[config.mk]
export PLATFORM = sky130hd
export DESIGN_NAME = ilv_cmd_builder
export DESIGN_NICKNAME = d
export VERILOG_FILES = /design/src/rtl/cmdw_pkg.sv /design/src/rtl/cmdw_geom.sv /design/src/rtl/cmdw_addr.sv /design/src/rtl/cmdw_lane_rep.sv /design/src/rtl/cmdw_sts_merge.sv /design/src/rtl/ilv_cmd_builder.sv
export SDC_FILE = /design/constraint.sdc
export NUM_CORES = 1
export LEC_CHECK = 0
export BUFFER_PORTS_ARGS = -buffer_cell sky130_fd_sc_hd__buf_2
export CORE_AREA = 3 3 153 155
export CTS_BUF_LIST = sky130_fd_sc_hd__clkbuf_8
export DETAILED_ROUTE_END_ITERATION = 8
export DIE_AREA = 0 0 156 158
export PLACE_DENSITY = 0.62
export SYNTH_ARGS = -nofsm -noshare
export SYNTH_HDL_FRONTEND = slang
export SYNTH_SLANG_ARGS = --single-unit
[constraint.sdc]
create_clock -name clk -period 7.1 [get_ports clk]
set_input_delay 0 -clock clk [delete_from_list [all_inputs] [get_ports clk]]
set_output_delay 0 -clock clk [all_outputs]
set_load 0.02 [all_outputs]
[src/rtl/cmdw_pkg.sv]
package cmdw_pkg;

  // Encodes 1/2/4/8 as {legal, log2}; anything else gives legal = 0.
  function automatic logic [2:0] pow2_code(input logic [3:0] v);
    case (v)
      4'd1:    return 3'b100;
      4'd2:    return 3'b101;
      4'd4:    return 3'b110;
      4'd8:    return 3'b111;
      default: return 3'b000;
    endcase
  endfunction

  // Reverses the byte order of the low lane_b bytes (1, 2 or 4).
  function automatic logic [31:0] lane_swap(input logic [31:0] v,
                                            input logic [2:0]  lane_b);
    case (lane_b)
      3'd2:    return {16'h0000, v[7:0], v[15:8]};
      3'd4:    return {v[7:0], v[15:8], v[23:16], v[31:24]};
      default: return v;
    endcase
  endfunction

endpackage

[src/rtl/cmdw_geom.sv]
module cmdw_geom #(
  parameter int MAX_BUS_BYTES = 8
) (
  input  logic [3:0] bus_bytes_i,
  input  logic [3:0] ilv_i,
  input  logic [2:0] dev_bytes_i,
  output logic       geo_err_o,
  output logic [2:0] lane_b_o,
  output logic [1:0] ilv_log_o,
  output logic [2:0] addr_sh_o,
  output logic       compat_o
);
  import cmdw_pkg::*;

  localparam logic [4:0] MAX_B = 5'(MAX_BUS_BYTES);

  logic [2:0] bus_c, ilv_c, dev_c;
  logic [1:0] lane_log;
  logic       bus_ok, ilv_ok, lane_ok, dev_ok;

  always_comb begin
    bus_c    = pow2_code(bus_bytes_i);
    ilv_c    = pow2_code(ilv_i);
    dev_c    = pow2_code({1'b0, dev_bytes_i});
    bus_ok   = bus_c[2] && ({1'b0, bus_bytes_i} <= MAX_B);
    ilv_ok   = ilv_c[2] && (ilv_c[1:0] <= bus_c[1:0]);
    lane_log = bus_c[1:0] - ilv_c[1:0];
    lane_ok  = (lane_log != 2'd3);
    dev_ok   = dev_c[2];
    geo_err_o = !(bus_ok && ilv_ok && lane_ok && dev_ok);
    case (lane_log)
      2'd0:    lane_b_o = 3'd1;
      2'd1:    lane_b_o = 3'd2;
      default: lane_b_o = 3'd4;
    endcase
    ilv_log_o = ilv_c[1:0];
    addr_sh_o = {1'b0, dev_c[1:0]} + {1'b0, ilv_c[1:0]};
    // device span wider than the bus: narrow-bus compatibility addressing
    compat_o  = addr_sh_o > {1'b0, bus_c[1:0]};
  end

endmodule

[src/rtl/cmdw_addr.sv]
module cmdw_addr #(
  parameter int OFS_W  = 16,
  parameter int ADDR_W = 21
) (
  input  logic [OFS_W-1:0]  ofs_i,
  input  logic [2:0]        addr_sh_i,
  input  logic              compat_i,
  output logic [ADDR_W-1:0] addr_o
);
  logic [ADDR_W-1:0] scaled;
  logic [ADDR_W-1:0] half_bit;
  logic              aa_hit;

  always_comb begin
    scaled   = ADDR_W'(ofs_i) << addr_sh_i;
    aa_hit   = (ofs_i[7:0] == 8'hAA);
    half_bit = (addr_sh_i == 3'd0) ? '0 : (ADDR_W'(1) << (addr_sh_i - 3'd1));
    addr_o   = (compat_i && aa_hit) ? (scaled | half_bit) : scaled;
  end

endmodule

[src/rtl/cmdw_lane_rep.sv]
module cmdw_lane_rep #(
  parameter int DATA_W = 64,
  localparam int NSTG  = $clog2(DATA_W / 8)
) (
  input  logic [7:0]        cmd_i,
  input  logic              swap_i,
  input  logic [2:0]        lane_b_i,
  input  logic [1:0]        ilv_log_i,
  output logic [DATA_W-1:0] data_o
);
  import cmdw_pkg::*;

  logic [31:0]       seed;
  logic [DATA_W-1:0] stg [NSTG+1];

  always_comb begin
    seed   = swap_i ? lane_swap({24'h0, cmd_i}, lane_b_i) : {24'h0, cmd_i};
    stg[0] = DATA_W'(seed);
  end

  // Doubling: stage k copies the pattern up by lane*2^k bytes.
  for (genvar k = 0; k < NSTG; k++) begin : g_dbl
    logic [8:0] shamt;
    always_comb begin
      shamt      = 9'(lane_b_i) << (3 + k);
      stg[k + 1] = (ilv_log_i > 2'(k)) ? (stg[k] | (stg[k] << shamt)) : stg[k];
    end
  end

  assign data_o = stg[NSTG];

endmodule

[src/rtl/cmdw_sts_merge.sv]
module cmdw_sts_merge #(
  parameter int DATA_W = 64,
  localparam int NSTG  = $clog2(DATA_W / 8)
) (
  input  logic [DATA_W-1:0] sts_i,
  input  logic              swap_i,
  input  logic [2:0]        lane_b_i,
  input  logic [1:0]        ilv_log_i,
  output logic [31:0]       status_o
);
  import cmdw_pkg::*;

  logic [DATA_W-1:0] stg [NSTG+1];
  logic [DATA_W-1:0] lane_mask;
  logic [31:0]       merged;

  assign stg[0] = sts_i;

  // Folding: stage k ORs in the lanes lying lane*2^k bytes higher.
  for (genvar k = 0; k < NSTG; k++) begin : g_fold
    logic [8:0] shamt;
    always_comb begin
      shamt      = 9'(lane_b_i) << (3 + k);
      stg[k + 1] = (ilv_log_i > 2'(k)) ? (stg[k] | (stg[k] >> shamt)) : stg[k];
    end
  end

  always_comb begin
    lane_mask = (DATA_W'(1) << (9'(lane_b_i) << 3)) - DATA_W'(1);
    merged    = 32'(stg[NSTG] & lane_mask);
    status_o  = swap_i ? lane_swap(merged, lane_b_i) : merged;
  end

endmodule

[src/rtl/ilv_cmd_builder.sv]
module ilv_cmd_builder #(
  parameter int MAX_BUS_BYTES = 8,
  parameter int OFS_W         = 16,
  localparam int DATA_W       = MAX_BUS_BYTES * 8,
  localparam int ADDR_W       = OFS_W + 2 + $clog2(MAX_BUS_BYTES)
) (
  input  logic              clk,
  input  logic              rst,
  input  logic              cmd_vld_i,
  input  logic [7:0]        cmd_byte_i,
  input  logic [OFS_W-1:0]  ofs_i,
  input  logic [3:0]        bus_bytes_i,
  input  logic [3:0]        ilv_i,
  input  logic [2:0]        dev_bytes_i,
  input  logic              swap_i,
  input  logic [DATA_W-1:0] sts_i,
  output logic              out_vld_o,
  output logic              err_o,
  output logic [ADDR_W-1:0] addr_o,
  output logic [DATA_W-1:0] data_o,
  output logic [31:0]       status_o
);

  logic              geo_err;
  logic [2:0]        lane_b;
  logic [1:0]        ilv_log;
  logic [2:0]        addr_sh;
  logic              compat;
  logic [ADDR_W-1:0] addr_c;
  logic [DATA_W-1:0] data_c;
  logic [31:0]       status_c;

  cmdw_geom #(.MAX_BUS_BYTES(MAX_BUS_BYTES)) geom_i (
    .bus_bytes_i(bus_bytes_i), .ilv_i(ilv_i), .dev_bytes_i(dev_bytes_i),
    .geo_err_o(geo_err), .lane_b_o(lane_b), .ilv_log_o(ilv_log),
    .addr_sh_o(addr_sh), .compat_o(compat)
  );

  cmdw_addr #(.OFS_W(OFS_W), .ADDR_W(ADDR_W)) addr_i (
    .ofs_i(ofs_i), .addr_sh_i(addr_sh), .compat_i(compat), .addr_o(addr_c)
  );

  cmdw_lane_rep #(.DATA_W(DATA_W)) rep_i (
    .cmd_i(cmd_byte_i), .swap_i(swap_i), .lane_b_i(lane_b),
    .ilv_log_i(ilv_log), .data_o(data_c)
  );

  cmdw_sts_merge #(.DATA_W(DATA_W)) merge_i (
    .sts_i(sts_i), .swap_i(swap_i), .lane_b_i(lane_b),
    .ilv_log_i(ilv_log), .status_o(status_c)
  );

  always_ff @(posedge clk) begin
    if (rst) begin
      out_vld_o <= 1'b0;
      err_o     <= 1'b0;
      addr_o    <= '0;
      data_o    <= '0;
      status_o  <= '0;
    end else begin
      out_vld_o <= cmd_vld_i;
      if (cmd_vld_i) begin
        err_o    <= geo_err;
        addr_o   <= geo_err ? '0 : addr_c;
        data_o   <= geo_err ? '0 : data_c;
        status_o <= geo_err ? '0 : status_c;
      end
    end
  end


  vld_follow_chk: assert property (@(posedge clk) disable iff (rst)
    cmd_vld_i |=> out_vld_o);

  vld_quiet_chk: assert property (@(posedge clk) disable iff (rst)
    !cmd_vld_i |=> (!out_vld_o && $stable(data_o) && $stable(addr_o) && $stable(status_o)));

  err_zero_chk: assert property (@(posedge clk) disable iff (rst)
    (cmd_vld_i && geo_err) |=> (err_o && data_o == '0 && addr_o == '0 && status_o == '0));

  low_lane_chk: assert property (@(posedge clk) disable iff (rst)
    (cmd_vld_i && !geo_err && !swap_i) |=> (data_o[7:0] == $past(cmd_byte_i)));

  unit_addr_chk: assert property (@(posedge clk) disable iff (rst)
    (cmd_vld_i && !geo_err && dev_bytes_i == 3'd1 && ilv_i == 4'd1)
      |=> (addr_o == ADDR_W'($past(ofs_i))));

  sts_zero_chk: assert property (@(posedge clk) disable iff (rst)
    (cmd_vld_i && !geo_err && sts_i == '0) |=> (status_o == 32'h0));

endmodule

==> results of run 1 <==
[synth_stat cells (10+ instances only)]
master / number
nand2_1: 137
dfxtp_1: 119
a21oi_1: 117
nor2_1: 64
clkbuf_1: 61
mux2i_1: 57
o21ai_0: 56
nand3_1: 50
a22o_1: 33
inv_1: 33
buf_2: 32
a22oi_1: 29
nand4_1: 23
nor3_1: 20
a31oi_1: 14
nor2b_1: 14
a211oi_1: 13
o221ai_1: 13
a221oi_1: 11
a32o_1: 10
a32oi_1: 10
and2_1: 10
o21ai_1: 10
[power breakdown]
group          internal (mW)  switching [mW]
logic                  0.199           0.383
registers              0.668        0.000936
clock network          0.356           0.331
[metrics by stage]
stage	utilization	cell area, um2	worst slack [ps]	instances	total power, mW
finish	0.475	10400	1990	1583	1.94
global route	0.475	10400	1650	1583	2.02
CTS	0.475	10400	2120	1583	1.93
detailed placement	0.447	9820	1970	1533	1.24
global placement	0.447	9820	2030	1533	1.24
floorplan	-	8800	3020	1131	1.10
[path summary, 6_finish.rpt]
| kind | start | endpoint | slack (ps) |
|---|---|---|---|
| max reg2reg | status_o[31] | status_o[31] | 5720 |
| min | sts_i[20] | status_o[20] | 30 |
| max | ilv_i[1] | status_o[31] | 1990 |
| min reg2reg | data_o[20] | data_o[20] | 460 |
[sequential cells by signal, indices dropped and copies added (netlist names)]
name / count
addr_o: 21
data_o: 64
out_vld_o: 1
err_o: 1
status_o: 32
[cell type report]
cell class / instances / share of cell area
clock buffers: 17 / 0.0224
well taps: 280 / 0.0336
clock inverters: 15 / 0.0182
inverters: 38 / 0.0139
multi-input cells: 860 / 0.549
repair buffers: 254 / 0.134
flip-flops and latches: 119 / 0.228
[layout by cell type (no fill, tap or decap), drive strengths merged, types with 11 or more instances in the layout]
cell,n
o21ai,67
dlygate4sd3,18
dfxtp,119
clkbuf,17
nand2,137
buf,236
inv,46
o221ai,13
a221oi,11
a22o,33
a22oi,29
nor2b,14
a21oi,117
nand3,50
a31oi,14
mux2i,57
and2,11
a211oi,13
nor2,66
nand4,23
nor3,23
[timing repair]
| action | 4_1_cts | 5_1_grt |
|---|---|---|
| setup endpoints to repair | 0 | 0 |
| hold endpoints to repair | 77 | 0 |
| hold buffers | 18 | 0 |
[metal layers]
layer  GRT usage  wire length, um  vias up
li1            -                -     4569
met1       0.349            13900     4679
met2       0.428            16000      576
met3      0.0508             3040      109
met4       0.127             1440        0
met5           0                0        -
[logic make-up (layout without fill, tap and decap cells)]
logic type,after synthesis,in the layout,share of synthesized area
flip-flops,119,119,0.271
buffers and inverters,152,324,0.0792
multiplexers,73,73,0.0969
AND/OR/NAND/NOR,370,370,0.211
XOR/XNOR,6,6,0.00683
AO/OA/AOI/OAI,400,400,0.318
adder cells (fa/ha/maj),11,11,0.0174
[worst register-to-register path, delay by kind of cell, from the launching register on]
family,cells,cell delay [ps]
AND/OR/NAND/NOR,1,140
buffers and inverters,1,580
flip-flops,1,340
AO/OA/AOI/OAI,2,210
==> out/results.txt, run 1 <==
Final setup vio count - 0
N_diodes - 0
Mapped Area - 8800 um2
Grt total ovfl - 0
Seq/Total Area, Yosys - 0.271
Hold Crit Depth - 4
Share of flip-flops with an asynchronous set or reset - 0
TritonCTS clock tree - built
Yosys warning total - 0
Area growth, synth to finish - 18.5%
Clock Tree Buf Depth - 2
Post-Synthesis Cells - 1131
# clock sinks - 119
Number of port buffers - 221
Num CTS Buffers - 17
Antenna-violating nets left - 0
Area taken by multi-input logic gates - 5730 um2
DRT Wirelength - 34400 um
Total die area - 24600 um2
Total GRT Usage - 0.268
Tcrit/Tclk final - 0.720
Slew HR - 0.226
CP max stage cell - ha_1
Post-CTS Resized - 0
H-tree levels - 4
Hold WS - 31.4 ps
Setup TNS - 0 ps
Unrepaired setup endpoints after global routing - false
Clk root buf - clkbuf_8
Worst Path Required - 7500 ps
Worst-path clk slew - 80 ps
Via/cell ratio - 6.27
Number of global-route vias before repair - 9334
Vert. Die Dim - 158 um
Cell count along the critical path - 16
Maximum resistive drop on vdd - 0.000113 V
Worst path arrival time - 5510 ps
Ranking of synthesized cells by area - dfxtp_1, a21oi_1, mux2i_1
Post-synth EDFFs - 0
Post-CTS Setup Inserts - 0
Status - finished, final reports clean
Max Freq - 196 MHz
Leading area contributor after synthesis - dfxtp_1
Crit Path Max Fanout - 48
RD Place Congestion - 0.951
Worst path bufs/invs - 5
Initial antenna violation count - 0
Critical path launch point type - input pin
DR DRC count - 0
Row cnt - 54
Fill count - 2231
CP max stage delay - 590 ps
Maxcap violations - 0
Dpl hpwl - 24000 um
CP endpoint kind - flop
WL per Instance - 21.7 um
Kind of cell adding the most delay to the critical path - buffers and inverters
Final Hold Fails - 0
Syn_nets - 1245
Synth Area per Inst - 7.78 um2
Top FF cell, synth - dfxtp_1
PD cells - 186 nW/um2
Initial Utilization - 0.401
First-pass GRT wire length - 52200 um
Max Clock Skew - 0 ps
Core Region - 22000 um2
Layout net count - 1404
Critical path cell sequence - buf_2 > or2_2 > nand2b_1 > ha_1 > buf_4 > and2_4 > inv_4 > ha_1 > nor3_1 > a22o_1 > buf_4 > a32oi_1 > nor3_1 > nor4_1 > o21ai_1 > dlygate4sd3_1
Register bit total from synthesis - 119
Io pins - 222
Type of the worst min-delay path - in2reg
R2R depth - 4
Library cells used by synthesis - 90
Setup CP Type - in2reg
Slew Viols, Final - 0
Tmin final - 5110 ps
Largest net degree at the start of global routing - 76
Via count - 9933
Share of layout cells above drive strength 1 - 0.248
Starting DRT DRC Count - 1058
Leakage - 4.34 nW
Worst skew pair latency - 450 ps
Sequential Area - 2380 um2
Slew @ Worst Pin - 1150 ps
Pre-Repair DR Iteration Count - 7
Die Width - 156 um
Top cell type's share of synthesized area - 0.271
Note: power is estimated with default switching activity, not from simulation.
==> inputs of run 2 (changes only) <==
--- a/config.mk
+++ b/config.mk
@@ -5,11 +5,12 @@
 export SDC_FILE = /design/constraint.sdc
 export NUM_CORES = 1
 export LEC_CHECK = 0
+export ABC_AREA = 1
 export BUFFER_PORTS_ARGS = -buffer_cell sky130_fd_sc_hd__buf_2
-export CORE_AREA = 3 3 153 155
+export CORE_AREA = 3 3 160 162
 export CTS_BUF_LIST = sky130_fd_sc_hd__clkbuf_8
 export DETAILED_ROUTE_END_ITERATION = 8
-export DIE_AREA = 0 0 156 158
+export DIE_AREA = 0 0 163 165
 export PLACE_DENSITY = 0.62
 export SYNTH_ARGS = -nofsm -noshare
 export SYNTH_HDL_FRONTEND = slang
==> constraint.sdc (replaced) <==
create_clock -name clk -period 5.2 [get_ports clk]
set_input_delay 0 -clock clk [delete_from_list [all_inputs] [get_ports clk]]
set_output_delay 0 -clock clk [all_outputs]
set_load 0.02 [all_outputs]
==> out/results.txt, run 2 <==
Final setup vio count - 0 (unchanged)
Largest net degree at the start of global routing - 108 (+42%)
Top FF cell, synth - dfxtp_1
Max Freq - 235 MHz
Most frequent cells in the layout - nand2_1, buf_2, nand3_1, a21oi_1, nor2_1
R2R depth - 2 (-2)
Layout net count - 1960 (+40%)
Register bit total from synthesis - 119 (unchanged)
Crit Path Max Fanout - 23 (-52%)
Unrepaired setup endpoints after global routing - false
RD Place Congestion - 0.983 (+3.3%)
N_diodes - 0 (unchanged)
Library cells used by synthesis - 53 (-41%)
Worst-path clk slew - 80 ps (about the same)
Final Hold Fails - 0 (unchanged)
Setup crit end - status_o[10]
Leading area contributor after synthesis - dfxtp_1
Max reg flops - 64 (unchanged)
Maxcap violations - 0 (unchanged)
Via/cell ratio - 5.51 (-12%)
Via count - 12000 (+21%)
Commonest non-fill, non-tap cell in the layout - nand2_1
Total die area - 26900 um2 (+9.1%)
Status - finished, final reports clean
Tcrit/Tclk final - 0.819
Post-Synthesis Cells - 1683 (+49%)
Slew @ Worst Pin - 1140 ps (-12.2 ps)
Starting DRT DRC Count - 1384 (+31%)
Sequential Area - 2380 um2 (unchanged)
PD cells - 241 nW/um2 (+30%)
Share of layout cells above drive strength 1 - 0.172 (-0.0763)
DRT Wirelength - 40000 um (+16%)
R2R Setup Slk - 4360 ps (-1360 ps)
Number of port buffers - 221 (unchanged)
Syn_nets - 1797 (+44%)
Setup CP Type - in2reg
Area taken by multi-input logic gates - 6230 um2 (+8.8%)
Grt total ovfl - 0 (unchanged)
Row cnt - 57 (+5.6%)
Worst skew pair latency - 440 ps (about the same)
Synth Area per Inst - 5.76 um2 (-26%)
Seq/Total Area, Yosys - 0.246 (-0.0249)
Pre-Repair DR Iteration Count - 6 (-1)
Total GRT Usage - 0.289 (+0.0214)
Clock Tree Buf Depth - 2 (unchanged)
Vert. Die Dim - 165 um (+4.4%)
Dpl hpwl - 28800 um (+20%)
Fill count - 2665 (+19%)
Number of global-route vias before repair - 11100 (+19%)
Tmin final - 4260 ps
Worst Path Required - 5570 ps (-1930 ps)
Antenna-violating nets left - 0 (unchanged)
Worst path arrival time - 4630 ps (-880 ps)
TritonCTS clock tree - built
Initial antenna violation count - 0 (unchanged)
Post-synth EDFFs - 0 (unchanged)
Top cell type's share of synthesized area - 0.246 (-0.0249)
Setup TNS - 0 ps (unchanged)
WL per Instance - 18.3 um (-16%)
Yosys warning total - 0 (unchanged)
Share of flip-flops with an asynchronous set or reset - 0 (unchanged)
Core Region - 24200 um2 (+10%)
Max Clock Skew - 0 ps (unchanged)
# clock sinks - 119 (unchanged)
Initial Utilization - 0.399 (-0.00114)
Reg-to-reg endpoint - status_o[0]
Biggest regs - data_o x64, status_o x32, addr_o x21
Clk root buf - clkbuf_8
H-tree levels - 4 (unchanged)
CP endpoint kind - flop
Type of the worst min-delay path - in2reg
Hold WS - 56.0 ps (+24.6 ps)
Mapped Area - 9690 um2 (+10%)
Worst hold start - ofs_i[15]
Num CTS Buffers - 17 (unchanged)
Area growth, synth to finish - 17.2%
Critical path launch point type - input pin
Leakage - 5.29 nW (+22%)
First-pass GRT wire length - 61000 um (+17%)
Crit path from - ilv_i[0]
Post-synth top cells - nand2_1, nand3_1, a21oi_1
Largest Register - data_o
Maximum resistive drop on vdd - 0.000142 V (+25%)
Io pins - 222 (unchanged)
Cell with the most instances after synthesis - nand2_1
Die Width - 163 um (+4.5%)
Slew HR - 0.241 (+0.0145)
Reg-to-reg startpoint - status_o[0]
Ranking of synthesized cells by area - dfxtp_1, nand2_1, nand3_1
Slew Viols, Final - 0 (unchanged)
DR DRC count - 0 (unchanged)
## run 2: worst max-delay path, stage by stage
cell      delay (ps)
buf_2            110
nor2_2           160
nand3_1          280
nand2_1          190
ha_1             150
inv_1             50
fa_1             530
inv_1            540
nand2_8          260
ha_1             300
buf_4            190
nor2_4           170
nand2_1          300
inv_2            480
nand2_1          100
o211ai_1         300
nand3_1          110
nand2_1           90
nand2_1           50
nand2_1           80
nand2_1           50
a21oi_1          110
## run 2: what timing repair did
item	4_1_cts	5_1_grt
hold buffers	10	0
resized for setup	0	0
buffers inserted	0	0
endpoints found under the hold margin	11	0
## run 2: logic make-up after synthesis
group,count (synthesis),share of synthesized area
AND/OR/NAND/NOR,988,0.431
adder cells (fa/ha/maj),11,0.0158
flip-flops,119,0.246
multiplexers,4,0.00413
buffers and inverters,233,0.111
AO/OA/AOI/OAI,328,0.192
## run 2: where the power goes
group | internal (mW) | switching, mW | leakage (nW)
Sequential | 0.913 | 0.00166 | 0.959
Combinational | 0.253 | 0.643 | 4.12
Clock | 0.525 | 0.403 | 0.214
Total | 1.69 | 1.05 | 5.29
## run 2: how the worst min path moves through the flow
stage                  to  cells after the start
2_1_floorplan  data_o[10]                      2
3_3_place_gp   data_o[12]                      3
3_5_place_dp   data_o[11]                      3
4_1_cts        addr_o[18]                      5
5_1_grt        addr_o[18]                      5
6_report       addr_o[20]                      5
## run 2: layout make-up
class / count / share of cell area
multi-input combinational: 1331 / 0.549
sequential: 119 / 0.210
timing repair buffer: 253 / 0.125
inverter: 124 / 0.0423
tap: 324 / 0.0357
clock buffer: 21 / 0.0254
clock inverter: 11 / 0.0128
## run 2: metrics by stage
step	instance area (um2)	util	std cells	setup slack (ps)	power (mW)
finish	11400	0.468	2183	942	2.74
global route	11400	0.468	2183	759	2.88
CTS	11400	0.468	2183	1160	2.73
detailed placement	10800	0.446	2141	679	1.80
global placement	10800	0.446	2141	717	1.80
floorplan	9690	-	1683	1760	1.56
## run 2: routing by layer
layer  routed length [um]  share of wire  GRT usage
met1                16800           0.42      0.386
met2                17300           0.43      0.440
met3                 4780           0.12     0.0981
met4                 1090          0.027     0.0903
met5                    0              0          0
